### config.mk
export PLATFORM = sky130hd
export DESIGN_NAME = wdog_core
export DESIGN_NICKNAME = d
export VERILOG_FILES = /design/src/rtl/wdog_pkg.sv /design/src/rtl/wdog_prescaler.sv /design/src/rtl/wdog_counter.sv /design/src/rtl/wdog_escalate.sv /design/src/rtl/wdog_core.sv
export SDC_FILE = /design/constraint.sdc
export NUM_CORES = 1
export LEC_CHECK = 0
export BUFFER_PORTS_ARGS = -buffer_cell sky130_fd_sc_hd__buf_2
export CAP_MARGIN = 20
export CORE_AREA = 3 3 95 97
export DETAILED_ROUTE_END_ITERATION = 12
export DIE_AREA = 0 0 98 100
export HOLD_SLACK_MARGIN = 0.03
export PLACE_DENSITY = 0.84
export SYNTH_ARGS = -nofsm -noshare
export SYNTH_HDL_FRONTEND = slang
export SYNTH_SLANG_ARGS = --single-unit
### constraint.sdc
create_clock -name clk -period 5.4 [get_ports clk]
set_input_delay 0.27 -clock clk [delete_from_list [all_inputs] [get_ports clk]]
set_output_delay 0.27 -clock clk [all_outputs]
set_load 0.02 [all_outputs]
### src/rtl/wdog_pkg.sv
package wdog_pkg;

    // Events passed between the prescaler, the counter and the escalation logic
    typedef struct packed {
        logic load;
        logic tick;
        logic expire;
    } wd_evt_t;

    // Escalation flag state
    typedef struct packed {
        logic irq_flag;
        logic rst_flag;
    } wd_flags_t;

endpackage

### src/rtl/wdog_prescaler.sv
module wdog_prescaler #(
    parameter int PRE_W = 16
) (
    input  logic             clk,
    input  logic             rst_n,
    input  logic             run_i,
    input  logic             load_i,
    input  logic [PRE_W-1:0] prescale_i,
    output logic             tick_o
);

    typedef struct packed {
        logic [PRE_W-1:0] phase;
    } pre_state_t;

    pre_state_t s_d, s_q;
    logic       tick_d;

    always_comb begin
        s_d    = s_q;
        // ">=" keeps the divider safe when the prescale value shrinks mid-period
        tick_d = run_i && !load_i && (s_q.phase >= prescale_i);
        if (load_i) begin
            s_d.phase = '0;
        end else if (run_i) begin
            if (tick_d) begin
                s_d.phase = '0;
            end else begin
                s_d.phase = s_q.phase + PRE_W'(1);
            end
        end
    end

    always_ff @(posedge clk or negedge rst_n) begin
        if (!rst_n) begin
            s_q <= '0;
        end else begin
            s_q <= s_d;
        end
    end

    assign tick_o = tick_d;

endmodule

### src/rtl/wdog_counter.sv
module wdog_counter #(
    parameter int CNT_W = 32
) (
    input  logic             clk,
    input  logic             rst_n,
    input  logic             enable_i,
    input  logic [CNT_W-1:0] timeout_i,
    input  logic             tick_i,
    output logic             load_o,
    output logic             expire_o,
    output logic [CNT_W-1:0] count_o
);

    localparam logic [CNT_W-1:0] ONE = CNT_W'(1);

    typedef struct packed {
        logic [CNT_W-1:0] count;
        logic [CNT_W-1:0] timeout_seen;
        logic             enable_seen;
    } cnt_state_t;

    cnt_state_t       s_d, s_q;
    logic [CNT_W-1:0] reload_val;
    logic             load_d;
    logic             expire_d;

    always_comb begin
        s_d        = s_q;
        reload_val = (timeout_i == '0) ? ONE : timeout_i;
        load_d     = (enable_i && !s_q.enable_seen) || (timeout_i != s_q.timeout_seen);
        expire_d   = tick_i && !load_d && (s_q.count <= ONE);

        if (load_d) begin
            s_d.count = reload_val;
        end else if (expire_d) begin
            s_d.count = reload_val;
        end else if (tick_i) begin
            s_d.count = s_q.count - ONE;
        end

        s_d.timeout_seen = timeout_i;
        s_d.enable_seen  = enable_i;
    end

    always_ff @(posedge clk or negedge rst_n) begin
        if (!rst_n) begin
            s_q <= '0;
        end else begin
            s_q <= s_d;
        end
    end

    assign load_o   = load_d;
    assign expire_o = expire_d;
    assign count_o  = s_q.count;

endmodule

### src/rtl/wdog_escalate.sv
module wdog_escalate
    import wdog_pkg::*;
(
    input  logic clk,
    input  logic rst_n,
    input  logic expire_i,
    input  logic clear_i,
    input  logic irq_en_i,
    input  logic rst_en_i,
    output logic irq_o,
    output logic sys_rst_o,
    output logic irq_flag_o,
    output logic rst_flag_o
);

    wd_flags_t s_d, s_q;

    always_comb begin
        s_d = s_q;
        // A second expiry with no acknowledge in between escalates; the reset flag is sticky
        if (expire_i && s_q.irq_flag && !clear_i) begin
            s_d.rst_flag = 1'b1;
        end
        if (expire_i) begin
            s_d.irq_flag = 1'b1;
        end else if (clear_i) begin
            s_d.irq_flag = 1'b0;
        end
    end

    always_ff @(posedge clk or negedge rst_n) begin
        if (!rst_n) begin
            s_q <= '0;
        end else begin
            s_q <= s_d;
        end
    end

    assign irq_o      = s_q.irq_flag && irq_en_i;
    assign sys_rst_o  = s_q.rst_flag && rst_en_i;
    assign irq_flag_o = s_q.irq_flag;
    assign rst_flag_o = s_q.rst_flag;

endmodule

### src/rtl/wdog_core.sv
module wdog_core
    import wdog_pkg::*;
#(
    parameter int CNT_W = 32,
    parameter int PRE_W = 16
) (
    input  logic             clk,
    input  logic             rst_n,
    input  logic [CNT_W-1:0] cfg_timeout,
    input  logic [PRE_W-1:0] cfg_prescale,
    input  logic             cfg_enable,
    input  logic             cfg_irq_en,
    input  logic             cfg_rst_en,
    input  logic             irq_clear,
    input  logic             suspend,
    output logic             irq,
    output logic             sys_rst,
    output logic [CNT_W-1:0] count
);

    wd_evt_t evt_w;
    logic    run_w;
    logic    load_w;
    logic    tick_w;
    logic    expire_w;
    logic    irq_flag_w;
    logic    rst_flag_w;

    assign run_w = cfg_enable && !suspend;

    wdog_prescaler #(.PRE_W(PRE_W)) u_pre (
        .clk        (clk),
        .rst_n      (rst_n),
        .run_i      (run_w),
        .load_i     (load_w),
        .prescale_i (cfg_prescale),
        .tick_o     (tick_w)
    );

    wdog_counter #(.CNT_W(CNT_W)) u_cnt (
        .clk       (clk),
        .rst_n     (rst_n),
        .enable_i  (cfg_enable),
        .timeout_i (cfg_timeout),
        .tick_i    (tick_w),
        .load_o    (load_w),
        .expire_o  (expire_w),
        .count_o   (count)
    );

    assign evt_w = '{load: load_w, tick: tick_w, expire: expire_w};

    wdog_escalate u_esc (
        .clk        (clk),
        .rst_n      (rst_n),
        .expire_i   (evt_w.expire),
        .clear_i    (irq_clear),
        .irq_en_i   (cfg_irq_en),
        .rst_en_i   (cfg_rst_en),
        .irq_o      (irq),
        .sys_rst_o  (sys_rst),
        .irq_flag_o (irq_flag_w),
        .rst_flag_o (rst_flag_w)
    );

endmodule

* Word level (Yosys, flattened, before mapping)
Cells that the tools add are included.
** Operators by class
- Add/subtract/negate cells :: 2
- Div/mod/pow operators :: 0
- Multiplexer cells :: 9
- Multipliers :: 0
- Bitwise gates (word level) :: 0
- Magnitude comparators :: 2
- Eq/ne operators :: 1
- Reduce and logical (&&, ||, !) cells :: 19
- Shift-type cells :: 0
** Operators by type and width (count)
- $mux W32 :: 4
- $mux W16 :: 3
- $le A32 B1 Y1 const B :: 1
- $logic_not A32 Y1 :: 1
- $ne A32 B32 Y1 :: 1
- $sub A32 B1 Y32 const B :: 1
- $add A16 B1 Y16 const B :: 1
- $ge A16 B16 Y1 :: 1
- $logic_and A1 B1 Y1 :: 10
- $logic_not A1 Y1 :: 4
- $reduce_bool A2 Y1 :: 2
- $reduce_bool A3 Y1 :: 1
- $mux W1 :: 2
- $logic_or A1 B1 Y1 :: 1
** Word-level totals
- Bits of input ports :: 55
- RAM bits :: 0
- Output and inout bits :: 34
- Logic and storage cells :: 39
- ROM bits :: 0
- Register bits after elaboration :: 83
- Memories :: 0
- Bits in latches :: 0

* Depth between registers and ports, before layout
- Depth after elaboration :: 10
- Gate-level depth with buffers :: 10

* Modules after synthesis
Synthesis repeated with hierarchy kept, for this count alone.
** Second synthesis, totals
- Cell total of the unflattened synthesis :: 517
- Area, all modules :: 5042.3 sq um
** Modules (own cells, without submodules)
- wdog_counter :: cells an instance 361, area an instance 3667.3 sq um, instances 1, seq. area each 1626.6 sq um
- wdog_prescaler :: cells an instance 148, area an instance 1276.2 sq um, instances 1, seq. area each 400.4 sq um
- wdog_escalate :: cells an instance 7, area an instance 85.1 sq um, instances 1, seq. area each 50.0 sq um
- wdog_core :: cells an instance 1, area an instance 13.8 sq um, instances 1, seq. area each 0.0 sq um

* Least setup slack after synthesis
OpenSTA, ideal clock, no wires.
- Kind :: flip-flop to flip-flop
- From :: register u_pre.s_q[7] (netlist name)
- To :: register u_cnt.s_q (netlist bit u_cnt.count_o[1])
- Data required time :: 5.305 ns
- Arrival time :: 2.463 ns
- Setup slack :: 2.842 ns
- Stages on the path, launching flop included :: 10
- Library setup time :: 0.095 ns
- Buffers on the path :: 1
- Cell sequence :: dfrtp_1 -> ha_1 -> nand3_1 -> or3_1 -> or4_1 -> nand3_1 -> a41oi_2 -> buf_4 -> and2_1 -> o31ai_1
** On the way
- Longest elaborated chain between the ends :: 6
- Elaborated cells between the ends (all ways) :: 7
- Classes of those cells :: order compare: 1; mux: 2; reduce/logical: 4
** Ends and longest elaborated chain
- from (decl) :: RTL line wdog_prescaler.sv:16 : pre_state_t s_d, s_q;
- from (signal assigned) :: RTL line wdog_prescaler.sv:36 : s_q <= '0;
- from (signal assigned) :: RTL line wdog_prescaler.sv:38 : s_q <= s_d;
- $ge A16 B16 Y1 (*) :: RTL line wdog_prescaler.sv:22 : tick_d = run_i && !load_i && (s_q.phase >= prescale_i);
- $logic_and A1 B1 Y1 (*) :: RTL line wdog_prescaler.sv:22
- $logic_and A1 B1 Y1 (2 in a row) :: RTL line wdog_counter.sv:31 : expire_d = tick_i && !load_d && (s_q.count <= ONE);
- $mux W32 :: RTL line wdog_counter.sv:35 : end else if (expire_d) begin
- $mux W32 :: RTL line wdog_counter.sv:33 : if (load_d) begin
- to (signal assigned) :: RTL line wdog_counter.sv:47 : s_q <= '0;
- to (signal assigned) :: RTL line wdog_counter.sv:49 : s_q <= s_d;
- to (decl) :: RTL line wdog_counter.sv:22 : cnt_state_t s_d, s_q;
Mark *: on every way between the ends. The rest lies on a longest branch, timed or not.
A chain may end at the register's enable or synchronous reset.

* Worst setup path in the final report
- From :: register u_pre.s_q[0] (netlist name)
- To :: register u_cnt.s_q (netlist bit u_cnt.count_o[6])
The elaborated chain is that of the path after synthesis.

==> flow_summary.ini <==
[global_route]
grt_max_degree = 84
grt_antenna_before_repair = 0
grt_pass1_vias = 4018
grt_pass1_wl_mm = 19.4
gr-usage-all-layers_pct = 24.6
grt-ovfl-total = 0

[yosys]
synthAdderAreaFrac_pct = 4.81
ys_warn_count = 0
synthMuxAreaShare_pct = 6.36
syn_nets = 588
synth_top_family_by_area = simple AND/OR/NAND/NOR gates
syn-cell-area_mm2 = 0.00494
synthCells = 514
synth_edf_count = 0
syn_area_per_cell_um2 = 9.61
synth_compound_area_share_pct = 12.7
yosysSeqAreaShare_pct = 42.1
synth-xor-area-share_pct = 7.09
ys_ff_latch = 83
async_flop_share_pct = 100
synthSimpleGateAreaFrac_pct = 18.2
ys.flop_type = dfrtp_1
synth_cell_type_count = 47

[placed_design]
pre_cts_slack_ns = 1.84
dpl.cell_count = 660
dpl.hpwl_mm = 8.66
post_dp_cell_area_mm2 = 0.00523
globalplace.congestion = 0.882
portBuffers = 88

[power]
power.internal_mw = 0.918
switchingPower_mw = 0.333
swShare_pct = 26.7
p_per_area_mw_per_mm2 = 229
combPwrFrac_pct = 11.3
p_total_mw = 1.25
power_leakage_nw = 2.34
irDropWorstVdd_mv = 0.138
p_seq_share_pct = 53.5
clock_power_share_pct = 35.2

[finish]
layout_common_cells = 87 x buf_2, 83 x dfrtp_1, 31 x nor2_1
nNetsFinal = 642
drive_gt1_share_pct = 20.8
syn_to_final_growth_pct = 10.6
antennaDiodeCount = 0
final_common_cell = buf_2
final_util_pct = 66.5
finish.instance_area_mm2 = 0.00546
fillers = 631
fin_cells = 678

[critical_path]
r2r_setup_slack_ns = 1.76
startpoint = u_pre.s_q[0]$_DFFE_PN0P_
timing.rr.start = u_pre.s_q[0]$_DFFE_PN0P_
start_kind = flop
cp_data_arrival_time_ns = 3.83
crit_fanout = 25
crit_chain = inv_1, ha_1, nand2b_1, a2111oi_0, or4_1, nand3_1, a41oi_4, buf_4, mux2i_1, o22ai_1
slowest_stage = a41oi_4
r2r-end = u_cnt.count_o[6]$_DFFE_PN0P_
slowest_delay_ns = 0.87
crit_path_end = u_cnt.count_o[6]$_DFFE_PN0P_
reg2reg_depth = 10
critPathKind = flop to flop
required_ns = 5.59
worstSetupEndpointType = flop

[route]
wl_met2_mm = 5.98
first_pass_iters = 4
drt_iter0_markers = 271
totalWireLength_mm = 12.1
num_vias = 4089
viasPerCell = 6.03
post_drt_wl_per_cell_um = 17.8
antenna_left = 0
wl_met3_um = 695
wl_met1_mm = 5.21
drc_errors = 0
routed.top_layer = met4

[timing]
setup_violations = 0
worst_pin_slew_ns = 1.05
post-route-period-util_pct = 67.3
worst_slack_ns = 1.76
period_needed_ns = 3.64
timing.fmax_mhz = 275
hold_slack_ns = 0.0668
slew_violations = 0
setup_tns_ns = 0
hold_violations = 0
rsz0062_at_grt = false
fin_worst_skew_ns = 0.00991
max_slew_margin_pct = 30.3

[clock_network]
clkTransAtPathRegs_ns = 0.08
insertion_delay_ns = 0.36
root_buffer = clkbuf_8
cts.sinks = 83
cts_tree = built
clockBufferDepth = 2
cts-buffers-inserted = 9
cts_resized = 0
h-tree-depth = 3

[job]
maxCapViolations = 0

[floorplanning]
row_count = 33
coreArea_mm2 = 0.00822
die_h_um = 100
boundaryPins = 89
die_x_um = 98
initial_core_util_pct = 60.1
die_area_mm2 = 0.00980

[hold_path]
hold_class = input port to flop
min_delay_path_depth = 1

[outcome]
outcome = completed
[critical path: cells and delay by family, from the launching register on]
kind	cells	cell delay, ns
fa+ha+maj	1	0.26
compound gates	3	1.42
mux	1	0.26
buf+inv	2	0.53
simple gates	3	0.60
flops	1	0.39
[per-layer routing]
| metal | vias up | GRT usage (%) |
|---|---|---|
| met5 | - | 0 |
| li1 | 1935 | - |
| met2 | 161 | 40.9 |
| met4 | 0 | 8.09 |
| met3 | 19 | 4.24 |
| met1 | 1974 | 33.2 |
[repair_timing]
action                                  in CTS  in global routing
setup buffers                                0                  0
endpoints found under the setup margin       0                  0
endpoints found under the hold margin        0                 11
hold buffers                                 0                  1
[Yosys cell counts (2+ instances only)]
master / instances / share of area, %
a211oi_1: 2 / 0.30
a21o_1: 2 / 0.30
a21oi_1: 18 / 1.8
a22o_1: 4 / 0.71
and2_1: 4 / 0.51
and3_1: 2 / 0.25
buf_2: 3 / 0.30
buf_4: 35 / 5.3
clkbuf_1: 12 / 0.91
dfrtp_1: 83 / 42
ha_1: 19 / 4.8
inv_1: 30 / 2.3
mux2_2: 3 / 0.68
mux2i_1: 28 / 5.7
nand2_1: 17 / 1.3
nand2b_1: 5 / 0.63
nand3_1: 14 / 1.4
nand4_1: 11 / 1.4
nor2_1: 31 / 2.4
nor2b_1: 4 / 0.51
nor3_1: 28 / 2.8
nor4_1: 25 / 3.2
nor4b_1: 3 / 0.53
o21ai_0: 29 / 2.9
o21bai_1: 3 / 0.46
o22a_1: 2 / 0.35
o22ai_1: 8 / 1.0
o2bb2ai_1: 18 / 3.2
o31ai_1: 3 / 0.46
or3_1: 11 / 1.4
or4_1: 3 / 0.46
xnor2_1: 11 / 2.0
xor2_1: 29 / 5.1
[how the worst min path moves through the flow]
stage               startpoint                            to
2_1_floorplan            rst_n  u_cnt.count_o[0]$_DFFE_PN0P_
3_3_place_gp   cfg_timeout[29]       u_cnt.s_q[30]$_DFF_PN0_
3_5_place_dp        cfg_enable        u_cnt.s_q[0]$_DFF_PN0_
4_1_cts             cfg_enable        u_cnt.s_q[0]$_DFF_PN0_
5_1_grt             cfg_enable        u_cnt.s_q[0]$_DFF_PN0_
6_report            cfg_enable        u_cnt.s_q[0]$_DFF_PN0_
[sequential cells by signal (all words and copies together) (netlist names)]
register,cells
u_cnt.count_o,32
u_esc.rst_flag_o,1
u_esc.irq_flag_o,1
u_cnt.s_q,33
u_pre.s_q,16
[logic make-up (layout without fill, tap and decap cells)]
logic type / after synthesis / in the layout
flip-flops: 83 / 83
adder cells (fa/ha/maj): 19 / 19
AND/OR/NAND/NOR: 166 / 166
AO/OA/AOI/OAI: 95 / 95
XOR/XNOR: 40 / 40
buffers and inverters: 80 / 139
multiplexers: 31 / 31
[cell type report]
type | count | area [um^2] | share of cell area [%]
Clock buffer | 13 | 179 | 3.27
Clock inverter | 3 | 20.0 | 0.366
Inverter | 30 | 113 | 2.06
Multi-Input combinational cell | 351 | 2440 | 44.7
Sequential cell | 83 | 2080 | 38.0
Tap cell | 105 | 131 | 2.40
Timing Repair Buffer | 93 | 503 | 9.21
[power groups by stage]
stage	Combinational [mW]	Sequential (mW)	Clock (mW)
after floorplan	0.0847	0.675	0
after global placement	0.134	0.679	0
after detailed placement	0.138	0.681	0
after CTS	0.139	0.669	0.445
after global routing	0.155	0.673	0.465
final	0.141	0.669	0.441
(Power assumes the default switching activity.)
